`config.mk`:
```
export PLATFORM = sky130hd
export DESIGN_NAME = pmt_timer
export DESIGN_NICKNAME = d
export VERILOG_FILES = /design/src/rtl/pmt_pkg.sv /design/src/rtl/pmt_event_src.sv /design/src/rtl/pmt_prescaler.sv /design/src/rtl/pmt_match_unit.sv /design/src/rtl/pmt_timer.sv
export SDC_FILE = /design/constraint.sdc
export NUM_CORES = 1
export LEC_CHECK = 0
export ABC_AREA = 1
export CORE_MARGIN = 2
export CORE_UTILIZATION = 39
export DETAILED_ROUTE_END_ITERATION = 10
export MAX_ROUTING_LAYER = met4
export PLACE_DENSITY = 0.65
export SYNTH_ARGS = -nofsm -noshare
export SYNTH_HDL_FRONTEND = slang
export SYNTH_HIERARCHICAL = 1
export SYNTH_SLANG_ARGS = --single-unit
```
`constraint.sdc`:
```
create_clock -name clk -period 3.2 [get_ports clk]
set_input_delay 0.64 -clock clk [delete_from_list [all_inputs] [get_ports clk]]
set_output_delay 0.64 -clock clk [all_outputs]
set_load 0.005 [all_outputs]
```
`src/rtl/pmt_pkg.sv`:
```
package pmt_pkg;
  typedef enum logic [1:0] {
    SRC_CLK  = 2'd0,
    SRC_RISE = 2'd1,
    SRC_FALL = 2'd2,
    SRC_BOTH = 2'd3
  } src_mode_e;
endpackage

```
`src/rtl/pmt_event_src.sv`:
```
module pmt_event_src #(
  parameter int SYNC_STAGES = 2
) (
  input  logic                clk,
  input  logic                rst,
  input  logic                cap_in,
  input  pmt_pkg::src_mode_e  mode,
  output logic                ev
);
  logic [SYNC_STAGES-1:0] sync_q;
  logic                   prev_q;
  logic                   cur;

  always_ff @(posedge clk) begin
    if (rst) begin
      sync_q <= '0;
      prev_q <= 1'b0;
    end else begin
      sync_q <= {sync_q[SYNC_STAGES-2:0], cap_in};
      prev_q <= sync_q[SYNC_STAGES-1];
    end
  end

  assign cur = sync_q[SYNC_STAGES-1];

  always_comb begin
    unique case (mode)
      pmt_pkg::SRC_CLK:  ev = 1'b1;
      pmt_pkg::SRC_RISE: ev = cur & ~prev_q;
      pmt_pkg::SRC_FALL: ev = ~cur & prev_q;
      default:           ev = cur ^ prev_q;
    endcase
  end
endmodule

```
`src/rtl/pmt_prescaler.sv`:
```
module pmt_prescaler #(
  parameter int PW = 8
) (
  input  logic          clk,
  input  logic          rst,
  input  logic          clr,
  input  logic          adv,
  input  logic [PW-1:0] limit,
  output logic          tick
);
  logic [PW-1:0] pc_q;

  assign tick = adv && (pc_q == limit);

  always_ff @(posedge clk) begin
    if (rst || clr) begin
      pc_q <= '0;
    end else if (adv) begin
      pc_q <= tick ? '0 : pc_q + 1'b1;
    end
  end
endmodule

```
`src/rtl/pmt_match_unit.sv`:
```
module pmt_match_unit #(
  parameter int CW = 16
) (
  input  logic          clk,
  input  logic          rst,
  input  logic          fire,
  input  logic [CW-1:0] count,
  input  logic [CW-1:0] match_val,
  input  logic          irq_en,
  input  logic          flag_clr,
  output logic          hit,
  output logic          pulse,
  output logic          flag
);
  assign hit = fire && (count == match_val);

  always_ff @(posedge clk) begin
    if (rst) begin
      pulse <= 1'b0;
      flag  <= 1'b0;
    end else begin
      pulse <= hit;
      flag  <= (flag & ~flag_clr) | (hit & irq_en);
    end
  end
endmodule

```
`src/rtl/pmt_timer.sv`:
```
module pmt_timer #(
  parameter int CW          = 16,
  parameter int PW          = 8,
  parameter int NCH         = 3,
  parameter int SYNC_STAGES = 2
) (
  input  logic               clk,
  input  logic               rst,
  input  logic               cap_in,
  input  logic               ctrl_wr,
  input  logic               ctrl_en,
  input  logic               cnt_clr,
  input  logic [1:0]         mode,
  input  logic [PW-1:0]      prescale,
  input  logic [NCH*CW-1:0]  match_val,
  input  logic [NCH-1:0]     irq_en,
  input  logic [NCH-1:0]     rst_en,
  input  logic [NCH-1:0]     stop_en,
  input  logic [NCH-1:0]     flag_clr,
  output logic               run,
  output logic [CW-1:0]      count,
  output logic [NCH-1:0]     match_pulse,
  output logic [NCH-1:0]     flags
);
  logic           ev;
  logic           tick;
  logic           fire;
  logic [NCH-1:0] hit_v;
  logic           any_stop;
  logic           any_rst;

  pmt_event_src #(.SYNC_STAGES(SYNC_STAGES)) u_src (
    .clk    (clk),
    .rst    (rst),
    .cap_in (cap_in),
    .mode   (pmt_pkg::src_mode_e'(mode)),
    .ev     (ev)
  );

  pmt_prescaler #(.PW(PW)) u_pre (
    .clk   (clk),
    .rst   (rst),
    .clr   (cnt_clr),
    .adv   (run && ev),
    .limit (prescale),
    .tick  (tick)
  );

  assign fire = tick && !cnt_clr;

  for (genvar g = 0; g < NCH; g++) begin : g_ch
    pmt_match_unit #(.CW(CW)) u_mu (
      .clk       (clk),
      .rst       (rst),
      .fire      (fire),
      .count     (count),
      .match_val (match_val[g*CW +: CW]),
      .irq_en    (irq_en[g]),
      .flag_clr  (flag_clr[g]),
      .hit       (hit_v[g]),
      .pulse     (match_pulse[g]),
      .flag      (flags[g])
    );
  end

  assign any_stop = |(hit_v & stop_en);
  assign any_rst  = |(hit_v & rst_en);

  always_ff @(posedge clk) begin
    if (rst) begin
      count <= '0;
      run   <= 1'b0;
    end else begin
      if (cnt_clr)       count <= '0;
      else if (any_stop) count <= count;
      else if (any_rst)  count <= '0;
      else if (tick)     count <= count + 1'b1;

      if (any_stop)      run <= 1'b0;
      else if (ctrl_wr)  run <= ctrl_en;
    end
  end
endmodule

```
==> impl_metrics.py <==
metrics = {
    "status": {
        "status": "finished, final reports clean",
    },
    "worst_setup_path": {
        "cp_max_fo": 7,
        "r2r_slack_ns": 0.26,
        "r2r_end": "count[7]$_SDFFE_PP0P_",
        "crit_path_start_kind": "input port",
        "cp.required_ns": 3.44,
        "reg2reg_depth": 24,
        "r2r-start": "u_src/prev_q$_SDFF_PP0_",
        "cp-end-kind": "register",
        "crit_type": "input port to register",
        "worstPathArrival_ns": 3.24,
    },
    "timing": {
        "post-route-period-util": 0.941,
        "slew_violations": 0,
        "holdWs_ns": 0.400,
        "worstMarginPinSlew_ns": 0.592,
        "period_minus_slack_ns": 3.01,
        "fmax_mhz": 332,
        "fin_ws_ns": 0.190,
        "hold_viol": 0,
        "finalSetupViolCount": 0,
        "clock_skew_ns": 0.00686,
        "max_slew_margin": 0.605,
    },
    "detailed_routing": {
        "drtIter0Drc": 147,
        "via_per_inst": 4.61,
        "wl_per_cell_um": 12.2,
        "drt_pass1_iterations": 4,
        "drc_errors": 0,
        "ant_nets": 0,
        "vias": 3977,
        "drt-total-wl_mm": 10.5,
    },
    "cts": {
        "numCtsBuffers": 5,
        "cts.sinks": 34,
        "cts_tree": "done",
        "holdBufCountCts": 0,
        "clk_latency_ns": 0.29,
        "cts-root-buf": "clkbuf_8",
        "path_clk_slew_ns": 0.07,
        "h-tree-depth": 2,
        "clockBufferDepth": 2,
    },
    "die": {
        "rows": 34,
        "die_x_um": 98.0,
        "die_h_um": 98.0,
        "core_area_um2": 8640,
        "top_level_ports": 99,
        "dieArea_um2": 9610,
        "start_util": 0.399,
    },
    "yosys": {
        "yosysUniqueCellTypes": 34,
        "ys_warn_count": 6,
        "seq_area_frac_synth": 0.197,
        "synth_area_um2": 3450,
        "synth_seq_cells": 34,
        "syn-mean-instance-area_um2": 5.47,
        "syn_nets": 710,
        "syn_inst": 630,
    },
    "worst_hold_path": {
        "hp-class": "register to register",
        "hold_depth": 2,
        "holdCritStartpoint": "u_src/sync_q[0]$_SDFF_PP0_",
        "whs_endpoint": "u_src/sync_q[1]$_SDFF_PP0_",
    },
    "power": {
        "switchingPower_uw": 263,
        "swShare": 0.273,
        "power.total_uw": 966,
        "ir_drop_mv": 0.189,
        "p_int_uw": 703,
        "p_seq_frac": 0.442,
        "combinationalPowerShare": 0.233,
        "leakagePower_uw": 0.00232,
        "pwr-share-clk": 0.325,
        "power_density_nw_per_um2": 197,
    },
    "global_routing": {
        "grt-ovfl-total": 0,
        "grt.total_usage": 0.219,
        "antenna_found_initial": 0,
        "grt_max_degree": 18,
        "grt_first_pass_wirelength_mm": 16.6,
        "grt_pass1_vias": 3683,
    },
    "finish": {
        "syn_to_final_growth_pct": 42.1,
        "layout-drive-gt1-share": 0.132,
        "fin_nets": 835,
        "fillerInstances": 875,
        "antennaDiodeCount": 0,
    },
    "placed_design": {
        "place_ws_ns": -0.424,
        "gp_congestion": 0.878,
        "port_buffers": 98,
        "hpwl_mm": 8.09,
    },
    "flow_run": {
        "maxCapViolCount": 0,
    },
}
worst max-delay path by stage:
stage / cells after the start / from / slack [ns] / to
4_1_cts: 29 / mode[0] / 0.02 / count[10]$_SDFFE_PP0P_
3_5_place_dp: 27 / mode[0] / -0.42 / count[10]$_SDFFE_PP0P_
6_report: 22 / prescale[6] / 0.19 / count[7]$_SDFFE_PP0P_
3_3_place_gp: 27 / mode[0] / -0.27 / count[7]$_SDFFE_PP0P_
5_1_grt: 23 / prescale[4] / -0.01 / count[7]$_SDFFE_PP0P_
2_1_floorplan: 27 / mode[0] / 0.37 / count[11]$_SDFFE_PP0P_
kinds of logic after synthesis:
group,count (synthesis),share of synthesized area
XOR/XNOR,9,0.0229
AND/OR/NAND/NOR,391,0.520
adder cells (fa/ha/maj),4,0.0145
multiplexers,1,0.00290
buffers and inverters,153,0.173
AO/OA/AOI/OAI,38,0.0686
flip-flops,34,0.197
final cells by class:
type	instances	area (µm²)	area share
timing repair buffer	118	1170	0.239
multi-input combinational	445	2270	0.462
clock inverter	1	7.51	0.00153
sequential	34	682	0.139
tap	108	135	0.0276
clock buffer	6	72.6	0.0148
inverter	151	567	0.116
stage by stage:
step / instance area, µm² / utilization / cells / TNS (ns)
finish: 4900 / 0.568 / 863 / 0
global route: 4900 / 0.568 / 863 / -0.0129
global placement: 4670 / 0.541 / 851 / -3.59
detailed placement: 4670 / 0.541 / 851 / -5.99
CTS: 4760 / 0.552 / 858 / 0
floorplan: 3450 / - / 630 / 0
synth_stat cells (all sizes together):
| cell | number | share of area |
|---|---|---|
| nand2 | 230 | 0.26 |
| inv | 151 | 0.16 |
| nor2 | 88 | 0.11 |
| dfxtp | 34 | 0.20 |
| nand3 | 30 | 0.055 |
| o21ai | 20 | 0.032 |
| nand4 | 18 | 0.038 |
| a21oi | 16 | 0.029 |
| nand3b | 8 | 0.017 |
| nor3 | 6 | 0.012 |
| xor2 | 6 | 0.015 |
| ha | 4 | 0.015 |
| nor3b | 4 | 0.013 |
| and3 | 3 | 0.0054 |
| or2 | 3 | 0.0054 |
| xnor2 | 3 | 0.0076 |
| buf | 2 | 0.0091 |
| a21boi | 1 | 0.0054 |
| mux2i | 1 | 0.0029 |
| nor4 | 1 | 0.0018 |
| o21bai | 1 | 0.0022 |
timing repair:
item / in CTS / in global routing
setup endpoints to repair: 15 / 16
gates resized for setup: 2 / 29
pin swaps: 0 / 15
cloned: 0 / 3
setup buffers: 0 / 2
state kept, by name, indices dropped and copies added, names as in the netlist:
signal	cells
g_ch.u_mu/pulse	3
u_pre/pc_q	8
run	1
g_ch.u_mu/flag	3
count	16
u_src/prev_q	1
u_src/sync_q	2
power by group through the flow:
| stage | clock network (µW) | logic, µW | registers (µW) |
|---|---|---|---|
| 2_1_floorplan | 0 | 87.9 | 436 |
| 3_3_place_gp | 0 | 219 | 437 |
| 3_5_place_dp | 0 | 220 | 437 |
| 4_1_cts | 320 | 221 | 427 |
| 5_1_grt | 336 | 250 | 427 |
| 6_report | 314 | 225 | 427 |
per-layer routing:
layer / up-vias / global-route usage / part of all wire
li1: 2141 / - / -
met1: 1746 / 0.280 / 0.47
met2: 85 / 0.375 / 0.49
met5: - / - / 0
met4: 0 / 0.0385 / 0.0054
met3: 5 / 0.0308 / 0.041
cells in the final DEF (no fill, tap or decap), types with 7 or more instances in the layout:
master	netlist	layout
a21oi_1	11	9
clkdlybuf4s50_1	0	94
o21ai_0	11	8
nand4_1	15	15
nand3b_1	8	8
buf_4	0	18
dfxtp_1	34	33
inv_2	6	16
a21oi_2	5	7
o21ai_1	6	9
nor2_2	10	10
nand2_1	217	214
inv_1	145	135
nand2_2	10	12
nor2_1	77	76
nand3_1	22	22
nand3_2	8	7
critical path: stages:
cell and delay, ns:
clkdlybuf4s50_1 0.47, nand2_1 0.05, nand2_1 0.10, nand3_1 0.07, nor2_1 0.11, nand3_1 0.13
inv_2 0.10, inv_2 0.05, nor2_4 0.17, inv_2 0.06, a21oi_2 0.10, nand3b_1 0.09
nor2_2 0.10, nand3_2 0.10, inv_2 0.07, nand2_1 0.05, inv_2 0.10, nor2_8 0.07
a21boi_4 0.26, clkbuf_16 0.20, nand2_1 0.05, nor2_1 0.09
No activity file was read; power rests on OpenSTA's default activity.
